--- src/rtl/disk_addr_pkg.sv ---
package disk_addr_pkg;

    localparam int unsigned SEC_W      = 4;
    localparam int unsigned TRK_W      = 9;
    localparam int unsigned TRK_LIMIT  = 408;
    localparam int unsigned SEC_WORDS  = 90;

    typedef enum logic [1:0] {
        OP_HOLD  = 2'd0,
        OP_CLEAR = 2'd1,
        OP_LOAD  = 2'd2,
        OP_STEP  = 2'd3
    } addr_op_e;

endpackage

--- src/rtl/dau_op_select.sv ---
module dau_op_select
    import disk_addr_pkg::*;
(
    input  logic     clr_i,
    input  logic     load_i,
    input  logic     step_i,
    output addr_op_e op_o
);
    always_comb begin
        if (clr_i)       op_o = OP_CLEAR;
        else if (load_i) op_o = OP_LOAD;
        else if (step_i) op_o = OP_STEP;
        else             op_o = OP_HOLD;
    end
endmodule

--- src/rtl/dau_decode.sv ---
module dau_decode #(
    parameter int unsigned SEC_W     = 4,
    parameter int unsigned TRK_W     = 9,
    parameter int unsigned TRK_LIMIT = 408,
    parameter int unsigned SEC_WORDS = 90,
    parameter int unsigned WA_W      = 20
) (
    input  logic [TRK_W-1:0] trk_i,
    input  logic [SEC_W-1:0] sec_i,
    output logic             bad_o,
    output logic [WA_W-1:0]  waddr_o
);
    localparam int unsigned LIN_W  = TRK_W + SEC_W;
    localparam int unsigned PROD_W = LIN_W + $clog2(SEC_WORDS + 1);

    logic [LIN_W-1:0]  lin_sector;
    logic [PROD_W-1:0] product;

    always_comb begin
        bad_o      = ({1'b0, trk_i} >= (TRK_W+1)'(TRK_LIMIT));
        lin_sector = {trk_i, sec_i};
        product    = PROD_W'(lin_sector) * PROD_W'(SEC_WORDS);
        waddr_o    = product[WA_W-1:0];
    end
endmodule

--- src/rtl/disk_addr_unit.sv ---
module disk_addr_unit
    import disk_addr_pkg::*;
#(
    parameter int unsigned P_SEC_W     = SEC_W,
    parameter int unsigned P_TRK_W     = TRK_W,
    parameter int unsigned P_TRK_LIMIT = TRK_LIMIT,
    parameter int unsigned P_SEC_WORDS = SEC_WORDS,
    parameter int unsigned P_WA_W      = $clog2(P_TRK_LIMIT * (1 << P_SEC_W) * P_SEC_WORDS)
) (
    input  logic               clk,
    input  logic               rst_n,
    input  logic               clr_i,
    input  logic               load_i,
    input  logic [7:0]         byte0_i,
    input  logic [7:0]         byte1_i,
    input  logic               step_i,
    output logic [P_TRK_W-1:0] track_o,
    output logic [P_SEC_W-1:0] sector_o,
    output logic [P_WA_W-1:0]  word_addr_o,
    output logic               bad_o,
    output logic               ovf_o
);
    localparam int unsigned ADDR_W  = P_TRK_W + P_SEC_W;
    localparam int unsigned SEEK_W  = 15;
    localparam logic [P_SEC_W-1:0] SEC_LAST = '1;

    typedef struct packed {
        logic [P_TRK_W-1:0] trk;
        logic [P_SEC_W-1:0] sec;
        logic               ovf;
    } state_t;

    state_t   st_d, st_q;
    addr_op_e op;

    logic [SEEK_W-1:0]  seek_raw;
    logic [P_TRK_W:0]   trk_next_wide;
    logic               carry;

    dau_op_select u_sel (
        .clr_i  (clr_i),
        .load_i (load_i),
        .step_i (step_i),
        .op_o   (op)
    );

    always_comb begin
        st_d          = st_q;
        st_d.ovf      = 1'b0;
        seek_raw      = {byte0_i[6:0], byte1_i};
        carry         = (st_q.sec == SEC_LAST);
        trk_next_wide = {1'b0, st_q.trk} + {{P_TRK_W{1'b0}}, carry};
        unique case (op)
            OP_CLEAR: begin
                st_d.trk = '0;
                st_d.sec = '0;
            end
            OP_LOAD: begin
                {st_d.trk, st_d.sec} = seek_raw[ADDR_W-1:0];
            end
            OP_STEP: begin
                st_d.sec = st_q.sec + 1'b1;
                st_d.trk = trk_next_wide[P_TRK_W-1:0];
                st_d.ovf = (trk_next_wide >= (P_TRK_W+1)'(P_TRK_LIMIT));
            end
            default: ;
        endcase
    end

    always_ff @(posedge clk or negedge rst_n) begin
        if (!rst_n) st_q <= '0;
        else        st_q <= st_d;
    end

    dau_decode #(
        .SEC_W     (P_SEC_W),
        .TRK_W     (P_TRK_W),
        .TRK_LIMIT (P_TRK_LIMIT),
        .SEC_WORDS (P_SEC_WORDS),
        .WA_W      (P_WA_W)
    ) u_dec (
        .trk_i   (st_q.trk),
        .sec_i   (st_q.sec),
        .bad_o   (bad_o),
        .waddr_o (word_addr_o)
    );

    assign track_o  = st_q.trk;
    assign sector_o = st_q.sec;
    assign ovf_o    = st_q.ovf;

    AST_CLR_ZERO: assert property (@(posedge clk) disable iff (!rst_n)
        clr_i |=> (track_o == '0 && sector_o == '0 && !ovf_o));
    AST_LOAD_VALUE: assert property (@(posedge clk) disable iff (!rst_n)
        (load_i && !clr_i) |=> ({track_o, sector_o} ==
            $past({byte0_i[6:0], byte1_i}, 1) % (1 << ADDR_W)));
    AST_STEP_NO_CARRY: assert property (@(posedge clk) disable iff (!rst_n)
        (step_i && !load_i && !clr_i && sector_o != SEC_LAST) |=>
            (sector_o == $past(sector_o) + 1'b1 && $stable(track_o)));
    AST_OVF_CAUSE: assert property (@(posedge clk) disable iff (!rst_n)
        ovf_o |-> $past(step_i && !load_i && !clr_i));
    AST_OVF_SINGLE: assert property (@(posedge clk) disable iff (!rst_n)
        (ovf_o && !$past(ovf_o)) |=> (!ovf_o || $past(step_i)));
    AST_IDLE_HOLD: assert property (@(posedge clk) disable iff (!rst_n)
        (!clr_i && !load_i && !step_i) |=> ($stable(track_o) && $stable(sector_o) && !ovf_o));
    AST_BAD_CONSISTENT: assert property (@(posedge clk) disable iff (!rst_n)
        (track_o < P_TRK_W'(P_TRK_LIMIT)) |-> !bad_o);

endmodule

--- config.mk ---
export PLATFORM = sky130hd
export DESIGN_NAME = disk_addr_unit
export DESIGN_NICKNAME = d
export VERILOG_FILES = /design/src/rtl/disk_addr_pkg.sv /design/src/rtl/dau_op_select.sv /design/src/rtl/dau_decode.sv /design/src/rtl/disk_addr_unit.sv
export SDC_FILE = /design/constraint.sdc
export NUM_CORES = 1
export LEC_CHECK = 0
export ABC_AREA = 0
export BUFFER_PORTS_ARGS = -buffer_cell sky130_fd_sc_hd__buf_4
export CORE_MARGIN = 2
export CORE_UTILIZATION = 50
export CTS_CLUSTER_SIZE = 40
export DETAILED_ROUTE_END_ITERATION = 12
export PLACE_DENSITY = 0.78
export SLEW_MARGIN = 20
export SYNTH_ARGS = -nofsm -noshare
export SYNTH_HDL_FRONTEND = slang
export SYNTH_SLANG_ARGS = --single-unit
--- constraint.sdc ---
create_clock -name clk -period 3.6 [get_ports clk]
set_clock_uncertainty 0.05 [all_clocks]
set_input_delay 0.72 -clock clk [delete_from_list [all_inputs] [get_ports clk]]
set_output_delay 0.72 -clock clk [all_outputs]
set_load 0.005 [all_outputs]
* Yosys cells after proc, flatten, opt, wreduce, memory -nomap -nowiden
Cells that the tools add are included.
** Operators by class
- Muxes and demuxes :: 5
- $add $sub $neg :: 2
- Reductions and logical operators :: 1
- Equal/unequal tests :: 4
- Multipliers :: 1
- $lt $le $gt $ge :: 2
** Operator list (count)
- 13-bit one-hot mux with 3 select lines :: 1
- 13-bit by 6-bit multiplier with 19-bit output (second input constant) :: 1
- 9-bit by 1-bit adder with 10-bit output :: 1
- 10-bit by 9-bit greater-or-equal comparator with 1-bit output (second input constant) :: 1
- 9-bit greater-or-equal comparator (second input constant) :: 1
- 2-bit two-way mux :: 3
- 4-bit by 1-bit adder with 4-bit output (second input constant) :: 1
- 2-bit equality test (second input constant) :: 2
- 4-bit equality test (second input constant) :: 1
- 3-bit nonzero test :: 1
- 2-bit by 1-bit equality test with 1-bit output (second input constant) :: 1
- 1-bit two-way mux :: 1
** Storage, ports and cells
- Input port bits :: 21
- Output and inout port bits :: 35
- Flip-flop bits (word level) :: 14

* Depth between registers and ports, before layout
Gate-level depths: netlist of run 1.
- Word-level depth :: 5
- Gate-level depth with buffers :: 13

* By module
A second synthesis of run 1 with hierarchy kept.
** Unflattened totals
- Cells, all modules :: 298
- Area, all modules :: 2496.1 µm²
** Modules (own cells, without submodules)
- dau_decode :: area each 1547.7 µm², cells an instance 192, seq. area each 0.0 µm², instances 1
- disk_addr_unit :: area each 929.6 µm², cells an instance 102, seq. area each 350.3 µm², instances 1
- dau_op_select :: area each 18.8 µm², cells an instance 4, seq. area each 0.0 µm², instances 1

* Worst setup path after synthesis of run 1
Ideal clock, no wire load.
- Path type :: flip-flop to output port
- Start point :: register st_q, in the netlist track_o[6]
- End point :: output word_addr_o[19]
- Stages on the path, launching flop included :: 12
- Arrival :: 3201 ps
- Setup slack :: -371 ps
- Buffers on the path :: 0
- Required time :: 2830 ps
- Cells stage by stage :: dfrtp_1 -> ha_1 -> fa_1 -> inv_1 -> fa_1 -> inv_1 -> ha_1 -> a21o_1 -> a311o_1 -> a21oi_1 -> o31ai_2 -> xor2_1
** Between the ends
- Cells in the longest elaborated chain, start to end :: 1
** Ends and longest elaborated chain
- start: declaration :: RTL line disk_addr_unit.sv:33 : state_t st_d, st_q;
- start signal: assignment :: RTL line disk_addr_unit.sv:72 : else st_q <= st_d;
- 13-bit by 6-bit multiplier with 19-bit output :: RTL line dau_decode.sv:22 : product = PROD_W'(lin_sector) * PROD_W'(SEC_WORDS);
- end: declaration :: RTL line disk_addr_unit.sv:19 : output logic [P_WA_W-1:0] word_addr_o,
No other way between the ends.

* Worst setup path after layout of run 1
- Start point :: register st_q, in the netlist track_o[1]
- End point :: output word_addr_o[19]
The elaborated chain is that of the path after synthesis.

==> impl_metrics.ini, run 1 <==
[worst_setup_path]
reg2reg_depth = 10
required_ps = 2830
arrival_ps = 3470
path_class = reg2out
endpoint_kind = primary output
crit_path_start_kind = flop
worst-path-max-fanout = 4

[sta]
min_period_over_period_pct = 118
min_period_ps = 4240
finalHoldViolCount = 0
maxSlewViolCount = 0
timing.fmax_ghz = 0.236
final-setup-viol-count = 12
holdWs_ps = 265
finalWorstSetupSlack_ps = -645
grt_setup_unrepaired = yes
finalSetupTns_ps = -5760

[power_and_ir_drop]
power_leakage_nw = 1.93
power_mw = 1.22
p_per_area_nw_per_um2 = 312
peakVddDrop_v = 0.000274

[outcome]
status = complete, but fails checks
violations = setup timing

[floorplanning]
dieArea_um2 = 5520
die_w_um = 74.3
ios = 56
rows = 25
core_area_um2 = 4750
die_y_um = 74.3
start_util_pct = 52.0

[layout]
areaGrowthSynthToFinish_pct = 58.9
antennaDiodeCount = 0
nNetsFinal = 481
design_area_um2 = 3930
fill_cells = 292
drive_gt1_share_pct = 49.5

[logic_synthesis]
synth-seq-cells = 14
synth_edf_count = 0
synthCells = 290
yosysTopAreaCellShare_pct = 23.3
syn_area_per_cell_um2 = 8.52
synth_area_leaders = ha_1 (23%), dfrtp_1 (14%), fa_1 (11%), xor2_1 (6.7%), inv_1 (5.6%)
yosysTopAreaCell = ha_1
syn-num-nets = 370
seq_area_frac_synth_pct = 14.2
netlist_area_um2 = 2470
ys_types = 47
synth-async-reset-ratio_pct = 100
synth_ff_type = dfrtp_1
ys_warn_count = 0

[grt]
grt_util_met3_pct = 1.90
track_usage_pct = 25.8
grt_use_met2_pct = 50.0
antenna_found_initial = 0
grt_max_degree = 20
grt.met1_usage_pct = 31.6
grt_pass1_vias = 2505
grt_overflow = 0
top_usage_layer = met2
grt_pass1_wl_um = 11300

[drt]
vias = 2529
drt_first_pass_iters = 4
drc = 0
via_per_inst = 5.42
routed_wl_um = 7780
ant_nets = 0
drtIter0Drc = 74
wire_per_inst_um = 16.7

[clock_network]
clockBufferDepth = 2
clock_sinks = 14
htreeDepth = 1
clk_pin_slew_ps = 60
clk_latency_ps = 240
cts_tree = built
cts_root_buf = clkbuf_8
cts_made_buffers = 3

[place]
pre_cts_slack_ps = -339
place_area_um2 = 3490
globalplace.congestion = 0.899
dp_hpwl_um = 4920
portBuffers = 51

[job]
cap_violations = 0

[min_path]
hold_class = in2async
## final timing paths
path | start | to | slack, ps
worst max-delay path | track_o[1] | word_addr_o[19] | -640
worst min-delay path | rst_n | sector_o[1] | 260
worst max register to register | sector_o[0] | ovf_o | 1020
worst min register to register | track_o[7] | ovf_o | 620
max in group asynchronous | rst_n | track_o[6] | 3050
min in group clk | track_o[7] | ovf_o | 620
## kinds of logic (layout without fill, tap and decap cells)
group,after synthesis,in the layout,share of synthesized area (%)
other cells,1,1,0.152
buf+inv,48,158,8.40
mux,5,5,2.03
flops,14,14,14.2
compound gates,61,61,17.4
simple gates,73,73,13.7
xor+xnor,29,29,10.3
fa+ha+maj,59,59,33.8
## synth_stat cells, drive strengths merged (6+ instances only)
master / n
a21o: 6
xnor2: 10
inv: 37
xor2: 19
fa: 13
ha: 46
nand2: 16
nand3: 7
nor2: 31
dfrtp: 14
buf: 6
o21ai: 8
a21oi: 21
## area by class of cell
type / instances / area (µm²) / share of cell area, %
clock buffers: 4 / 55.1 / 1.40
inverters: 38 / 143 / 3.63
flip-flops and latches: 14 / 362 / 9.21
multi-input cells: 228 / 2380 / 60.5
repair buffers: 116 / 907 / 23.1
well taps: 67 / 83.8 / 2.14
## placed cells by master, fill, tap and decap left out, types with 9 or more instances in the layout
| master | instances |
|---|---|
| xnor2_1 | 9 |
| xor2_1 | 16 |
| nor2_1 | 30 |
| dfrtp_2 | 9 |
| fa_1 | 11 |
| nand2_1 | 13 |
| a21oi_1 | 13 |
| buf_4 | 111 |
| inv_1 | 26 |
| ha_1 | 23 |
| ha_4 | 21 |
| inv_2 | 11 |
## timing repair
action / CTS / global route
endpoints found under the setup margin: 12 / 13
setup buffers: 8 / 4
pin swaps: 25 / 20
hold buffers: 0 / 0
resized for setup: 28 / 26
## worst max-delay path, cell delays in order, from the launching register on
cell and delay [ps]:
dfrtp_2 440, buf_12 140, ha_4 240, xor2_2 160
ha_1 230, a21oi_1 250, fa_1 500, inv_1 80
ha_1 220, buf_4 170, o21a_1 170, o31ai_4 100
o31ai_2 220, xor2_1 170, buf_4 130
## routing by layer
metal / vias to the layer above / part of all wire (%) / wire length (µm)
met3: 12 / 4.4 / 341
met2: 98 / 54 / 4240
li1: 1204 / - / -
met1: 1215 / 40 / 3110
met4: 0 / 1.2 / 97
met5: - / 0 / 0
## sequential cells by signal (all words and copies together) (netlist names)
signal / cells
track_o: 9
sector_o: 4
ovf_o: 1
## per-stage QoR
step | std cells | utilization [%]
finish | 467 | 82.6
global route | 467 | 82.6
CTS | 463 | 79.2
detailed placement | 451 | 73.3
global placement | 451 | 73.3
floorplan | 290 | -
## report_power, final
part           internal, mW  switching (mW)
Clock                0.0967          0.0534
Sequential            0.168          0.0137
Combinational         0.467           0.426
Total                 0.732           0.493
Power figures use the tool's default switching activity.
==> inputs of run 2 (changes only) <==
--- a/config.mk
+++ b/config.mk
@@ -12,6 +12,7 @@
 export CTS_CLUSTER_SIZE = 40
 export DETAILED_ROUTE_END_ITERATION = 12
 export PLACE_DENSITY = 0.78
+export RECOVER_POWER = 100
 export SLEW_MARGIN = 20
 export SYNTH_ARGS = -nofsm -noshare
 export SYNTH_HDL_FRONTEND = slang
==> run 2 against run 1 <==
Against the previous run:
- sequential cell count did not move
- final cell count is the same
- global-route usage is the same
- critical endpoint unchanged
- non-clock buffer count is the same
- final area decreased by 0.29%
- worst setup slack worse by 1.7 ps
- power hardly changed
- the flow still finishes with violations (setup timing)
- register-to-register slack about the same
- sequential power hardly changed
- clock power about the same
==> impl_metrics.ini, run 2 (synthesis gave the netlist of run 1 again) <==
[worst_setup_path]
r2r_end = ovf_o
required_ps = 2830
r2r-start = sector_o[0]
cp_cell_sequence = buf_12 > ha_4 > xor2_2 > ha_1 > a21oi_1 > fa_1 > inv_1 > ha_1 > buf_4 > o21a_1 > o31ai_4 > o31ai_2 > xor2_1 > buf_4
path_class = reg2out
regToRegSetupSlack_ps = 1010
worst-path-max-fanout = 4
endpoint_kind = primary output
arrival_ps = 3480
crit_slowest_cell = fa_1
max_stage_delay_ps = 500
crit_path_start_kind = flop
reg2reg_depth = 10

[floorplanning]
die_w_um = 74.3
ios = 56
core_area_um2 = 4750
start_util_pct = 52.0
die_y_um = 74.3
dieArea_um2 = 5520
rows = 25

[outcome]
violations = setup timing
status = complete, but fails checks

[power_and_ir_drop]
peakVddDrop_v = 0.000275
p_per_area_nw_per_um2 = 313
power_leakage_nw = 1.92
power_mw = 1.22

[sta]
grt_setup_unrepaired = yes
final-setup-viol-count = 12
worst_pin_slew_ps = 753
relSlewSlack_pct = 49.8
finalSetupTns_ps = -5770
min_period_ps = 4250
timing.fmax_ghz = 0.236
finalWorstSetupSlack_ps = -646
maxSlewViolCount = 0
finalHoldViolCount = 0
min_period_over_period_pct = 118

[grt]
antenna_found_initial = 0
grt_pass1_vias = 2505
grt_overflow = 0
grt_pass1_wl_um = 11300
track_usage_pct = 25.8
grt_max_degree = 20

[place]
globalplace.congestion = 0.899
dp_hpwl_um = 4920
portBuffers = 51
pre_cts_slack_ps = -339

[clock_network]
cts_made_buffers = 3
htreeDepth = 1
clock_sinks = 14
cts_tree = built
cts_hold_buf = 0
clk_latency_ps = 240
cts_root_buf = clkbuf_8
clk_pin_slew_ps = 60
clockBufferDepth = 2

[layout]
largest_register_ff_count = 9
drive_gt1_share_pct = 48.8
nNetsFinal = 481
areaGrowthSynthToFinish_pct = 58.4
final_common_cell = buf_4
postLayoutCoreUtil_pct = 82.3
final_cell_mix = buf_4 (107), nor2_1 (30), inv_1 (26)
antennaDiodeCount = 0

[drt]
drc = 0
routed_wl_um = 7790
drtIter0Drc = 62
via_per_inst = 5.38
drt_first_pass_iters = 4
vias = 2514
wire_per_inst_um = 16.7
ant_nets = 0

[min_path]
hold_class = in2async

[job]
cap_violations = 0
[run 2: worst max-delay path by stage]
stage | from | endpoint | slack, ps | cells after the start
6_report | track_o[1] | word_addr_o[19] | -650 | 14
5_1_grt | track_o[1] | word_addr_o[19] | -720 | 14
4_1_cts | track_o[0] | word_addr_o[19] | -530 | 14
3_5_place_dp | track_o[1] | word_addr_o[15] | -340 | 14
3_3_place_gp | sector_o[3] | word_addr_o[16] | -320 | 12
2_1_floorplan | sector_o[2] | word_addr_o[19] | -110 | 13
[run 2: worst max-delay path: cells and delay by family (launching register included)]
family          cells  cell delay [ps]
compound gates      4              740
xor+xnor            2              330
fa+ha+maj           4             1190
buf+inv             4              520
flops               1              440
[run 2: what timing repair did]
action                                  CTS  global route
pin swaps                                25            20
gates resized for setup                  28            26
buffers inserted                          8             4
endpoints found under the setup margin   12            13
[run 2: cell type report]
class / instances / area (µm²)
well taps: 67 / 83.8
clock buffers: 4 / 55.1
repair buffers: 116 / 896
multi-input cells: 228 / 2380
fillers: 294 / 840
flip-flops and latches: 14 / 362
inverters: 38 / 143
[run 2: stage by stage]
stage,cell area [µm²],std cells,hold WS [ps]
2_1_floorplan,2670,290,374
3_3_place_gp,3490,451,526
3_5_place_dp,3490,451,526
4_1_cts,3760,463,266
5_1_grt,3920,467,527
6_report,3920,467,468
[run 2: routing by layer]
metal  track usage, %  share of wire (%)
met1             31.6                 40
met3             1.90                3.8
met4             4.17                1.2
met5                0                  0
met2             50.0                 55
[run 2: where the power goes]
part           switching [mW]  total [mW]  internal [mW]  leakage [nW]
registers              0.0137       0.182          0.168         0.172
clock network          0.0541       0.151         0.0967        0.0288
logic                   0.426       0.892          0.466          1.72
